## src/rtl/idebm_pkg.sv

```systemverilog
package idebm_pkg;
    localparam int NCH  = 2;
    localparam int DW   = 32;
    localparam int BW   = 8;
    localparam int AW   = 4;
    localparam int CH_W = (NCH > 1) ? $clog2(NCH) : 1;

    typedef enum logic [1:0] {
        SZ_BYTE = 2'd0,
        SZ_HALF = 2'd1,
        SZ_WORD = 2'd2,
        SZ_WIDE = 2'd3
    } acc_size_e;

    typedef enum logic [1:0] {
        OFF_CMD  = 2'd0,
        OFF_MODE = 2'd1,
        OFF_STS  = 2'd2,
        OFF_TIM  = 2'd3
    } ctl_off_e;

    localparam int MODE_PEND_LSB = 2;
    localparam int MODE_BLK_LSB  = 4;
    localparam int CMD_START_BIT = 0;
    localparam int CMD_DIR_BIT   = 3;
    localparam int STS_ACT_BIT   = 0;
    localparam int STS_IRQ_BIT   = 2;
    localparam logic [BW-1:0] CMD_KEEP = 8'h09;
    localparam logic [BW-1:0] STS_RW   = 8'h60;
    localparam logic [BW-1:0] STS_W1C  = 8'h06;

    typedef struct packed {
        logic cmd;
        logic sts;
        logic tim;
        logic adr;
    } chan_we_t;

    function automatic logic [DW-1:0] ones_for(acc_size_e sz);
        case (sz)
            SZ_BYTE: ones_for = {{(DW-8){1'b0}},  8'hFF};
            SZ_HALF: ones_for = {{(DW-16){1'b0}}, 16'hFFFF};
            default: ones_for = '1;
        endcase
    endfunction
endpackage

```

## src/rtl/idebm_decode.sv

```systemverilog
module idebm_decode
    import idebm_pkg::*;
(
    input  logic [AW-1:0] addr,
    input  acc_size_e     size,
    input  logic          wr,
    output chan_we_t      ch_we [NCH],
    output logic          mode_we
);
    logic     in_ctl;
    ctl_off_e off;
    logic     byte_acc;

    assign in_ctl   = !addr[2];
    assign off      = ctl_off_e'(addr[1:0]);
    assign byte_acc = (size == SZ_BYTE);
    assign mode_we  = wr && in_ctl && byte_acc && (off == OFF_MODE);

    for (genvar i = 0; i < NCH; i++) begin : g_sel
        logic hit;
        assign hit           = wr && (addr[AW-1:3] == i[AW-4:0]);
        assign ch_we[i].cmd  = hit && in_ctl && byte_acc && (off == OFF_CMD);
        assign ch_we[i].sts  = hit && in_ctl && byte_acc && (off == OFF_STS);
        assign ch_we[i].tim  = hit && in_ctl && byte_acc && (off == OFF_TIM);
        assign ch_we[i].adr  = hit && !in_ctl && (addr[1:0] == 2'b00) &&
                               (size == SZ_WORD || size == SZ_WIDE);
    end
endmodule

```

## src/rtl/idebm_chan.sv

```systemverilog
module idebm_chan
    import idebm_pkg::*;
#(
    parameter int ALIGN = 2
) (
    input  logic          clk,
    input  logic          rst,
    input  chan_we_t      we,
    input  logic [DW-1:0] wdata,
    input  logic          drv_lvl,
    output logic [BW-1:0] cmd_q,
    output logic [BW-1:0] sts_q,
    output logic [BW-1:0] tim_q,
    output logic [DW-1:0] adr_q
);
    localparam logic [DW-1:0] ADR_MASK = ~((DW'(1) << ALIGN) - DW'(1));

    logic [BW-1:0] wbyte;
    logic [BW-1:0] sts_n;
    logic          drv_d;

    assign wbyte = wdata[BW-1:0];

    always_comb begin
        sts_n = sts_q;
        if (we.sts) begin
            sts_n = (wbyte & STS_RW) | (sts_q & (BW'(1) << STS_ACT_BIT)) |
                    (sts_q & ~wbyte & STS_W1C);
        end
        if (we.cmd) begin
            sts_n[STS_ACT_BIT] = wbyte[CMD_START_BIT];
        end
        if (drv_lvl && !drv_d) begin
            sts_n[STS_IRQ_BIT] = 1'b1;
        end
    end

    always_ff @(posedge clk) begin
        if (rst) begin
            cmd_q <= '0;
            sts_q <= '0;
            tim_q <= '0;
            adr_q <= '0;
            drv_d <= 1'b0;
        end else begin
            drv_d <= drv_lvl;
            sts_q <= sts_n;
            if (we.cmd) cmd_q <= wbyte & CMD_KEEP;
            if (we.tim) tim_q <= wbyte;
            if (we.adr) adr_q <= wdata & ADR_MASK;
        end
    end
endmodule

```

## src/rtl/idebm_mode.sv

```systemverilog
module idebm_mode
    import idebm_pkg::*;
(
    input  logic           clk,
    input  logic           rst,
    input  logic           we,
    input  logic [BW-1:0]  wbyte,
    input  logic [NCH-1:0] drv_lvl,
    output logic [BW-1:0]  mode_q,
    output logic           irq
);
    logic [NCH-1:0] term;
    logic [BW-1:0]  mode_n;

    always_comb begin
        mode_n = mode_q;
        for (int i = 0; i < NCH; i++) begin
            mode_n[MODE_PEND_LSB+i] = drv_lvl[i];
            if (we) mode_n[MODE_BLK_LSB+i] = wbyte[MODE_BLK_LSB+i];
        end
    end

    always_ff @(posedge clk) begin
        if (rst) mode_q <= '0;
        else     mode_q <= mode_n;
    end

    for (genvar i = 0; i < NCH; i++) begin : g_term
        assign term[i] = mode_q[MODE_PEND_LSB+i] && !mode_q[MODE_BLK_LSB+i];
    end

    assign irq = |term;
endmodule

```

## src/rtl/idebm_regblock.sv

```systemverilog
module idebm_regblock
    import idebm_pkg::*;
#(
    parameter int ADR_ALIGN_BITS = 2
) (
    input  logic           clk,
    input  logic           rst,
    input  logic [AW-1:0]  bus_addr,
    input  logic [1:0]     bus_size,
    input  logic [DW-1:0]  bus_wdata,
    input  logic           bus_wr,
    input  logic           bus_rd,
    output logic [DW-1:0]  bus_rdata,
    input  logic [NCH-1:0] drv_irq,
    output logic           irq_out,
    output logic [NCH-1:0] cmd_start,
    output logic [NCH-1:0] cmd_dir
);
    acc_size_e              size;
    chan_we_t               ch_we [NCH];
    logic                   mode_we;
    logic [BW-1:0]          mode_q;
    logic [NCH-1:0][BW-1:0] cmd_pk;
    logic [NCH-1:0][BW-1:0] sts_pk;
    logic [NCH-1:0][BW-1:0] tim_pk;
    logic [NCH-1:0][DW-1:0] adr_pk;
    logic [DW-1:0]          rd_val;
    logic [CH_W-1:0]        ch;

    assign size = acc_size_e'(bus_size);
    assign ch   = bus_addr[3 +: CH_W];

    idebm_decode u_dec (
        .addr    (bus_addr),
        .size    (size),
        .wr      (bus_wr),
        .ch_we   (ch_we),
        .mode_we (mode_we)
    );

    idebm_mode u_mode (
        .clk     (clk),
        .rst     (rst),
        .we      (mode_we),
        .wbyte   (bus_wdata[BW-1:0]),
        .drv_lvl (drv_irq),
        .mode_q  (mode_q),
        .irq     (irq_out)
    );

    for (genvar i = 0; i < NCH; i++) begin : g_ch
        idebm_chan #(.ALIGN(ADR_ALIGN_BITS)) u_chan (
            .clk     (clk),
            .rst     (rst),
            .we      (ch_we[i]),
            .wdata   (bus_wdata),
            .drv_lvl (drv_irq[i]),
            .cmd_q   (cmd_pk[i]),
            .sts_q   (sts_pk[i]),
            .tim_q   (tim_pk[i]),
            .adr_q   (adr_pk[i])
        );
        assign cmd_start[i] = cmd_pk[i][CMD_START_BIT];
        assign cmd_dir[i]   = cmd_pk[i][CMD_DIR_BIT];
    end

    always_comb begin
        rd_val = ones_for(size);
        if (!bus_addr[2] && size == SZ_BYTE) begin
            case (ctl_off_e'(bus_addr[1:0]))
                OFF_CMD:  rd_val = DW'(cmd_pk[ch]);
                OFF_MODE: rd_val = DW'(mode_q);
                OFF_STS:  rd_val = DW'(sts_pk[ch]);
                default:  rd_val = DW'(tim_pk[ch]);
            endcase
        end else if (bus_addr[2] && bus_addr[1:0] == 2'b00 &&
                     (size == SZ_WORD || size == SZ_WIDE)) begin
            rd_val = adr_pk[ch];
        end
    end

    always_ff @(posedge clk) begin
        if (rst)         bus_rdata <= '0;
        else if (bus_rd) bus_rdata <= rd_val;
    end
endmodule

```

## config.mk

```make
export PLATFORM = sky130hd
export DESIGN_NAME = idebm_regblock
export DESIGN_NICKNAME = d
export VERILOG_FILES = /design/src/rtl/idebm_pkg.sv /design/src/rtl/idebm_decode.sv /design/src/rtl/idebm_chan.sv /design/src/rtl/idebm_mode.sv /design/src/rtl/idebm_regblock.sv
export SDC_FILE = /design/constraint.sdc
export NUM_CORES = 1
export LEC_CHECK = 0
export ABC_AREA = 1
export CORE_MARGIN = 5
export CORE_UTILIZATION = 50
export DETAILED_ROUTE_END_ITERATION = 10
export HOLD_SLACK_MARGIN = 0.08
export PLACE_DENSITY_LB_ADDON = 0.3
export RECOVER_POWER = 50
export SYNTH_ARGS = -nofsm -noshare
export SYNTH_HDL_FRONTEND = slang
export SYNTH_HIERARCHICAL = 1
export SYNTH_SLANG_ARGS = --single-unit
```

## constraint.sdc

```tcl
create_clock -name clk -period 1.7 [get_ports clk]
set_input_delay 0.34 -clock clk [delete_from_list [all_inputs] [get_ports clk]]
set_output_delay 0.34 -clock clk [all_outputs]
set_load 0.005 [all_outputs]
```

# Word-level counts from Yosys, hierarchy flattened
# Cells that the tools add are included.
dict set report op_classes {
  magnitude_cmp 1
  eq_ne 6
  muxes 18
  bitwise_logic 8
  n_reduce_logical 41
}
# operator n
set op_table {}
lappend op_table {{2-to-1 mux 32 bit} 4}
lappend op_table {{case mux 32 bit (2 select lines)} 1}
lappend op_table {{2-to-1 mux 8 bit} 5}
lappend op_table {{logical AND 1 bit} 28}
lappend op_table {{case mux 8 bit (3 select lines)} 1}
lappend op_table {{OR 7 x 1 -> 7 bit} 2}
lappend op_table {{OR 7 x 3 -> 7 bit} 2}
lappend op_table {{== test 2 bit (second input constant)} 4}
lappend op_table {{nonzero test 2 bit} 4}
lappend op_table {{AND 3 bit} 2}
lappend op_table {{2-to-1 mux 3 bit} 2}
lappend op_table {{logical NOT 1 bit} 5}
lappend op_table {{== test 2 x 1 -> 1 bit (second input constant)} 2}
lappend op_table {{logical NOT 2 bit} 2}
lappend op_table {{2-to-1 mux 1 bit} 4}
lappend op_table {{2-to-1 mux 4 bit} 1}
lappend op_table {{inverter 3 bit} 1}
lappend op_table {{< comparator 1 x 2 -> 1 bit (second input constant)} 1}
lappend op_table {{OR reduction 2 bit} 1}
lappend op_table {{logical OR 1 bit} 1}
lappend op_table {{inverter 1 bit} 1}
dict set report word_totals {
  ff_bits 134
  in_bits 44
  out_inout_bits 37
  wordCells 91
}

# Depth between registers and ports, before layout
# Gate-level depths: netlist (run 1).
dict set report depth {
  word_depth 7
  depth_mapped 9
}

# Hierarchy
# The synthesis (run 1) kept the hierarchy.
# mod n_inst cells_each area_per_inst_um2
set by_module_without_submodules {}
lappend by_module_without_submodules {idebm_chan 2 210 1681.6}
lappend by_module_without_submodules {idebm_regblock 1 409 2313.5}
lappend by_module_without_submodules {idebm_mode 1 28 186.4}
lappend by_module_without_submodules {idebm_decode 1 22 112.6}

# Worst setup path after synthesis (run 1)
# Ideal clock, no wire load.
dict set report synth_path {
  path_type {input -> register}
  startpoint {in bus_size[0]}
  endpoint {reg g_ch[0].u_chan.tim_q[7]}
  t_arrival_ns 1.193
  t_required_ns 1.584
  setup_slack_ns 0.391
  stages 6
  path_buffers 0
  cell_sequence {nor2_2 nand3_2 nor2_1 inv_1 nor2_1 nor2_1}
}
# item line_no
set synth_lines {}
lappend synth_lines {{start, declared} idebm_regblock.sv:9} ;# input logic [1:0] bus_size,
lappend synth_lines {{end signal, assigned} idebm_chan.sv:49} ;# if (we.tim) tim_q <= wbyte;
lappend synth_lines {{end, declared} idebm_chan.sv:13} ;# output logic [BW-1:0] tim_q,

# Worst setup path in the final report (run 1)
dict set report layout_path {
  startpoint {reg bus_rdata[0]}
  endpoint {out bus_rdata[0]}
}
# item line_no
set layout_lines {}
lappend layout_lines {{start, declared} idebm_regblock.sv:13} ;# output logic [DW-1:0] bus_rdata,
lappend layout_lines {{start signal, assigned} idebm_regblock.sv:84} ;# else if (bus_rd) bus_rdata <= rd_val;
# No word-level cell between the ends.

==> impl_metrics.py, run 1 <==
metrics = {
    "clock_tree": {
        "clockBufferDepth": 2,
        "ctsHoldBuffers": 0,
        "clk_pin_slew_worst_paths_ps": 50,
        "htreeDepth": 4,
        "cts_tree": "built",
        "post_cts_buffers": 0,
        "insertion_delay_ps": 420,
        "numCtsBuffers": 17,
        "numClockSinks": 128,
        "cts_root_buffer": "clkbuf_16",
        "cts_resized": 1,
    },
    "sta": {
        "max_freq_ghz": 0.602,
        "slew_viol_final": 0,
        "setup_violations": 0,
        "finClkSkew_ps": 10.7,
        "rsz0062_at_grt": "false",
        "worst_slew_pin_slew_ps": 843,
        "timing.slew.headroom_pct": 43.8,
        "hold_slack_ps": 292,
        "period_minus_slack_ps": 1660,
        "finalSetupTns_ps": 0,
        "finalHoldViolCount": 0,
        "period_share_pct": 97.7,
    },
    "place": {
        "place_hpwl_um": 10300,
        "port_buffers": 80,
        "placed_cells": 1098,
        "routabilityCongestion": 0.862,
        "placed_cell_area_um2": 6860,
    },
    "layout": {
        "nets": 1014,
        "fillCellCount": 1094,
        "final_cells": 1129,
        "final_area_um2": 7380,
        "multi_input_area_um2": 2770,
        "antenna_cells": 0,
        "fin_util_pct": 62.2,
        "area_growth_pct": 23.6,
        "drive_gt1_share_pct": 8.86,
        "seq_area_um2": 2560,
    },
    "floorplanning": {
        "dieArea_um2": 14200,
        "initial_utilization_pct": 50.4,
        "core-area_um2": 11900,
        "num_rows": 40,
        "chipWidth_um": 119,
        "ioPinCount": 81,
        "die_h_um": 119,
    },
    "routing": {
        "top_layer_used": "met4",
        "drtAntennaViolNets": 0,
        "drtPass1Iterations": 8,
        "vias_per_cell": 5.00,
        "drt_wl_total_um": 15400,
        "wl_met1_um": 7130,
        "route.met2.wl_um": 7100,
        "drc": 0,
        "wire_per_inst_um": 13.7,
        "vias": 5647,
        "wl_met3_um": 881,
        "drt_iter0_drc": 391,
    },
    "global_routing": {
        "grt_max_degree": 44,
        "overflow": 0,
        "track_usage_pct": 22.1,
        "grt_pass1_wl_um": 25600,
        "antenna_found_initial": 0,
        "grt_pass1_vias": 5223,
    },
    "setup_path": {
        "start_kind": "register",
        "worstPathCellList": "clkdlybuf4s50_1",
        "cp.arrival_ps": 1320,
        "max_stage_delay_ps": 530,
        "cp_max_fo": 2,
        "endpoint_kind": "output pin",
        "path_buf_inv": 1,
        "crit_family": "buffers and inverters",
        "cp.required_ps": 1360,
        "cp_slowest_cell": "clkdlybuf4s50_1",
        "criticalPathCategory": "reg -> out",
    },
    "power_and_ir_drop": {
        "p_sw_uw": 1720,
        "switching_share_pct": 23.4,
        "internal_power_uw": 5640,
        "ir_drop_uv": 651,
        "power.leakage_uw": 0.00331,
        "share_seq_of_total_power_pct": 42.5,
        "cellPowerDensity_nw_per_um2": 997,
        "p_clk_share_pct": 47.8,
        "pwr-share-comb_pct": 9.7,
    },
    "synth": {
        "syn-cell-area_um2": 5980,
        "synth-warning-count": 6,
        "seq_area_frac_synth_pct": 42.9,
        "netlist_instances": 879,
        "synth_top_area_share_pct": 42.9,
        "synth.mux.area_fraction_pct": 0,
        "synth_top_family_by_area": "simple AND/OR/NAND/NOR gates",
        "postSynthAreaPerCell_um2": 6.80,
        "synth-compound-area-share_pct": 13.4,
        "ys_types": 25,
        "synth-xor-area-share_pct": 0,
        "synthSimpleGateAreaFrac_pct": 31.4,
        "yosys-top-cells-area": "dfxtp_1 43%, nor2_1 17%, nand2_1 11%, o21ai_0 7.1%, buf_4 4.6%",
        "synth-seq-cells": 128,
        "synth_top_cell_by_area": "dfxtp_1",
        "synth_adder_area_share_pct": 0,
    },
    "worst_hold_path": {
        "hold_path_class": "in -> reg",
    },
    "job": {
        "maxCapViolations": 0,
    },
    "status": {
        "status": "complete, no violations",
    },
}
-- Yosys cell counts --
library cell and count:
conb_1 3, or2_1 1, nand3_4 1, o21ai_2 5, buf_6 15, inv_2 2, clkbuf_2 6, o21ai_0 85
nand3_2 2, buf_4 37, inv_4 2, nor2_4 3, nand3_1 22, a21oi_1 33, buf_2 4, nor2_1 266
dfxtp_1 128, inv_1 48, clkbuf_1 7, nand2_1 171, o21ai_1 25, nand2_2 1, nor2_2 5, nor3_1 2
a21oi_2 5
-- final cells by class --
cell class                      count  share of cell area, %
Tap cell                          147                   2.49
Clock buffer                       22                   6.29
Sequential cell                   128                   34.7
Multi-Input combinational cell    653                   37.5
Inverter                           52                   2.71
Timing Repair Buffer              118                   14.9
Clock inverter                      9                   1.47
-- stage by stage --
stage,total power [uW],setup slack (ps)
4_1_cts,7400,13.7
3_5_place_dp,3910,-162
5_1_grt,7600,15.9
2_1_floorplan,3590,391
6_report,7360,38.5
3_3_place_gp,3900,-133
-- layout by cell type (no fill, tap or decap), types with 3 or more instances in the layout --
cell	count
o21ai_2	5
nor2_2	3
buf_12	3
nand2_1	171
o21ai_0	93
clkbuf_1	7
o21ai_1	17
inv_1	48
a21oi_2	4
nand3_1	22
a21oi_1	34
clkinv_2	3
buf_4	29
conb_1	26
dfxtp_1	128
clkdlybuf4s50_1	75
nor2_1	269
clkbuf_16	17
-- layer usage --
layer  up-vias  GRT usage [%]
met1      2575           30.3
met4         0           8.30
li1       2881              -
met2       168           34.7
met3        23           4.27
met5         -              0
-- state kept, by name, summed over array words and instances, names as in the netlist --
signal / count
g_ch.u_chan/adr_q: 60
bus_rdata: 32
g_ch.u_chan/tim_q: 16
g_ch.u_chan/drv_d: 2
u_mode/mode_q: 4
g_ch.u_chan/sts_q: 10
g_ch.u_chan/cmd_q: 4
-- path summary, 6_finish.rpt --
kind	to	cells after the start	start	slack (ps)
worst min-delay path	u_mode/mode_q[3]$_SDFF_PP0_	2	rst	290
worst max-delay path	bus_rdata[0]	1	bus_rdata[0]$_SDFFE_PP0P_	40
worst max register to register	bus_rdata[0]$_SDFFE_PP0P_	6	g_ch[1].u_chan/cmd_q[0]$_SDFFE_PP0P_	630
worst min register to register	g_ch[1].u_chan/sts_q[1]$_SDFFE_PP0P_	2	g_ch[1].u_chan/sts_q[1]$_SDFFE_PP0P_	450
-- cells by family (layout without fill, tap and decap cells) --
logic type,count (synthesis),count (layout)
flops,128,128
other cells,3,26
compound gates,153,153
buf+inv,121,201
simple gates,474,474
-- power groups by stage --
stage / clock network, uW / logic (uW) / registers, uW
finish: 3520 / 714 / 3120
global route: 3680 / 788 / 3130
CTS: 3550 / 722 / 3120
detailed placement: 0 / 719 / 3190
global placement: 0 / 712 / 3190
floorplan: 0 / 405 / 3190
Power figures use the tool's default switching activity.
==> run 2: changes to the inputs <==
--- a/config.mk
+++ b/config.mk
@@ -6,6 +6,7 @@
 export NUM_CORES = 1
 export LEC_CHECK = 0
 export ABC_AREA = 1
+export CORE_ASPECT_RATIO = 0.5
 export CORE_MARGIN = 5
 export CORE_UTILIZATION = 50
 export DETAILED_ROUTE_END_ITERATION = 10
==> impl_metrics.py, run 2 (synthesis gave the netlist of run 1 again) <==
metrics = {
    "layout": {
        "fillCellCount": 1066,
        "area_growth_pct": 26.8,
        "antenna_cells": 0,
        "largest-register": "g_ch.u_chan/adr_q",
        "drive_gt1_share_pct": 10.4,
        "largest_reg_flops": 60,
        "reg_top3": "g_ch.u_chan/adr_q: 60 flops, bus_rdata: 32 flops, g_ch.u_chan/tim_q: 16 flops",
        "final_common_cell": "nor2_1",
        "final_cell_mix": "267 x nor2_1, 171 x nand2_1, 128 x dfxtp_1, 87 x o21ai_0, 74 x clkdlybuf4s50_1",
        "final_area_um2": 7580,
        "nets": 1027,
    },
    "setup_path": {
        "reg2reg_depth": 7,
        "max_stage_delay_ps": 530,
        "start_kind": "register",
        "worstReg2RegStart": "g_ch[1].u_chan/cmd_q[0]$_SDFFE_PP0P_",
        "cp_max_fo": 2,
        "cp_slowest_cell": "clkdlybuf4s50_1",
        "reg2reg_slack_ps": 610,
        "cp.required_ps": 1360,
        "worstPathCellList": "clkdlybuf4s50_1",
        "crit_family": "buffers and inverters",
        "endpoint_kind": "output pin",
        "path_buf_inv": 1,
        "cp.arrival_ps": 1320,
        "criticalPathCategory": "reg -> out",
        "r2r-end": "bus_rdata[0]$_SDFFE_PP0P_",
    },
    "place": {
        "preCtsSetupSlack_ps": -394,
        "placed_cell_area_um2": 7020,
        "place_hpwl_um": 11000,
        "routabilityCongestion": 0.861,
        "port_buffers": 80,
    },
    "routing": {
        "top_layer_used": "met4",
        "drt_iter0_drc": 423,
        "vias": 5844,
        "route.met2.wl_um": 7470,
        "drc": 0,
        "wl_met1_um": 7520,
        "wire_per_inst_um": 14.2,
        "drtPass1Iterations": 5,
        "drt_wl_total_um": 16500,
        "wl_met3_um": 1140,
        "drtAntennaViolNets": 0,
        "vias_per_cell": 5.03,
    },
    "clock_tree": {
        "numClockSinks": 128,
        "htreeDepth": 4,
        "clk_pin_slew_worst_paths_ps": 60,
        "cts_tree": "built",
        "insertion_delay_ps": 410,
        "clockBufferDepth": 2,
        "ctsHoldBuffers": 0,
        "post_cts_buffers": 0,
        "cts_root_buffer": "clkbuf_16",
        "numCtsBuffers": 17,
    },
    "power_and_ir_drop": {
        "pwr-share-comb_pct": 9.8,
        "p_clk_share_pct": 49.4,
        "p_sw_uw": 1870,
        "share_seq_of_total_power_pct": 40.8,
        "switching_share_pct": 24.4,
        "ir_drop_uv": 633,
        "internal_power_uw": 5780,
        "power.leakage_uw": 0.00341,
        "cellPowerDensity_nw_per_um2": 1010,
    },
    "sta": {
        "period_share_pct": 97.7,
        "finalHoldViolCount": 0,
        "max_freq_ghz": 0.602,
        "worst_slew_pin_slew_ps": 786,
        "timing.slew.headroom_pct": 47.6,
        "slew_viol_final": 0,
        "finClkSkew_ps": 6.04,
        "period_minus_slack_ps": 1660,
        "rsz0062_at_grt": "false",
        "fin_ws_ps": 38.8,
        "finalSetupTns_ps": 0,
        "setup_violations": 0,
    },
    "floorplanning": {
        "ioPinCount": 81,
        "core-area_um2": 11700,
        "die_h_um": 87.3,
        "dieArea_um2": 14400,
        "num_rows": 28,
        "chipWidth_um": 165,
        "initial_utilization_pct": 50.9,
    },
    "worst_hold_path": {
        "hold_path_class": "reg -> reg",
        "min_from": "g_ch[1].u_chan/drv_d$_SDFF_PP0_",
        "hold_depth": 3,
        "min_to": "g_ch[1].u_chan/sts_q[2]$_SDFFE_PP0P_",
    },
    "global_routing": {
        "antenna_found_initial": 0,
        "overflow": 0,
        "grt_max_degree": 44,
        "grt_pass1_wl_um": 27100,
        "track_usage_pct": 23.8,
        "grt_pass1_vias": 5587,
    },
    "job": {
        "maxCapViolations": 0,
    },
    "status": {
        "status": "complete, no violations",
    },
}
[run 2: changes by cell type in the layout (fill, tap and decap cells not counted), sizes merged]
| cell | delta |
|---|---|
| dlygate4sd3 | -1 |
| clkbuf | +5 |
| bufinv | +1 |
| dlymetal6s2s | +1 |
| clkdlybuf4s50 | -1 |
| inv | +1 |
| clkinvlp | +1 |
| buf | +7 |
[run 2: how the worst max path moves through the flow]
stage	startpoint	to	cells past startpoint
finish	bus_rdata[0]$_SDFFE_PP0P_	bus_rdata[0]	1
global route	bus_rdata[0]$_SDFFE_PP0P_	bus_rdata[0]	1
CTS	bus_addr[1]	g_ch[1].u_chan/adr_q[18]$_SDFFE_PP0P_	7
detailed placement	bus_addr[1]	g_ch[1].u_chan/adr_q[18]$_SDFFE_PP0P_	7
global placement	bus_addr[1]	g_ch[0].u_chan/adr_q[14]$_SDFFE_PP0P_	7
floorplan	bus_size[0]	g_ch[0].u_chan/tim_q[7]$_SDFFE_PP0P_	6
[run 2: layout make-up]
class / count / area [um2] / share of cell area [%]
sequential: 128 / 2560 / 33.8
clock buffer: 20 / 447 / 5.89
timing repair buffer: 131 / 1220 / 16.1
multi-input combinational: 653 / 2790 / 36.8
tap: 165 / 206 / 2.72
inverter: 52 / 200 / 2.64
clock inverter: 12 / 159 / 2.10
[run 2: per-layer routing]
| layer | GRT usage, % | up-vias |
|---|---|---|
| li1 | - | 2913 |
| met1 | 30.9 | 2714 |
| met2 | 38.9 | 183 |
| met3 | 5.11 | 34 |
| met4 | 9.51 | 0 |
| met5 | 0 | - |
[run 2: power by group through the flow]
stage	registers [uW]	logic (uW)	clock network [uW]
floorplan	3190	405	0
global placement	3190	736	0
detailed placement	3190	745	0
CTS	3120	750	3800
global route	3130	823	3970
finish	3120	747	3780
[run 2: repair_timing]
action                     4_1_cts  5_1_grt
setup endpoints to repair        1       58
gates resized for setup          2        8
pin swaps                        0        1
[run 2: tightest hold or removal path, stage by stage, from the launching register on]
cell and delay [ps]:
dfxtp_1 300, inv_1 40, nand2_1 40, nand2_1 40
[run 2: stage by stage]
stage                     util [%]  power, uW  hold WS [ps]  cells
after global placement        59.8       3920           430   1129
final                         64.6       7650           457   1161
after CTS                     64.9       7680           297   1161
after detailed placement      59.8       3930           438   1129
after floorplan                  -       3590           409    902
after global routing          64.6       7920           475   1161
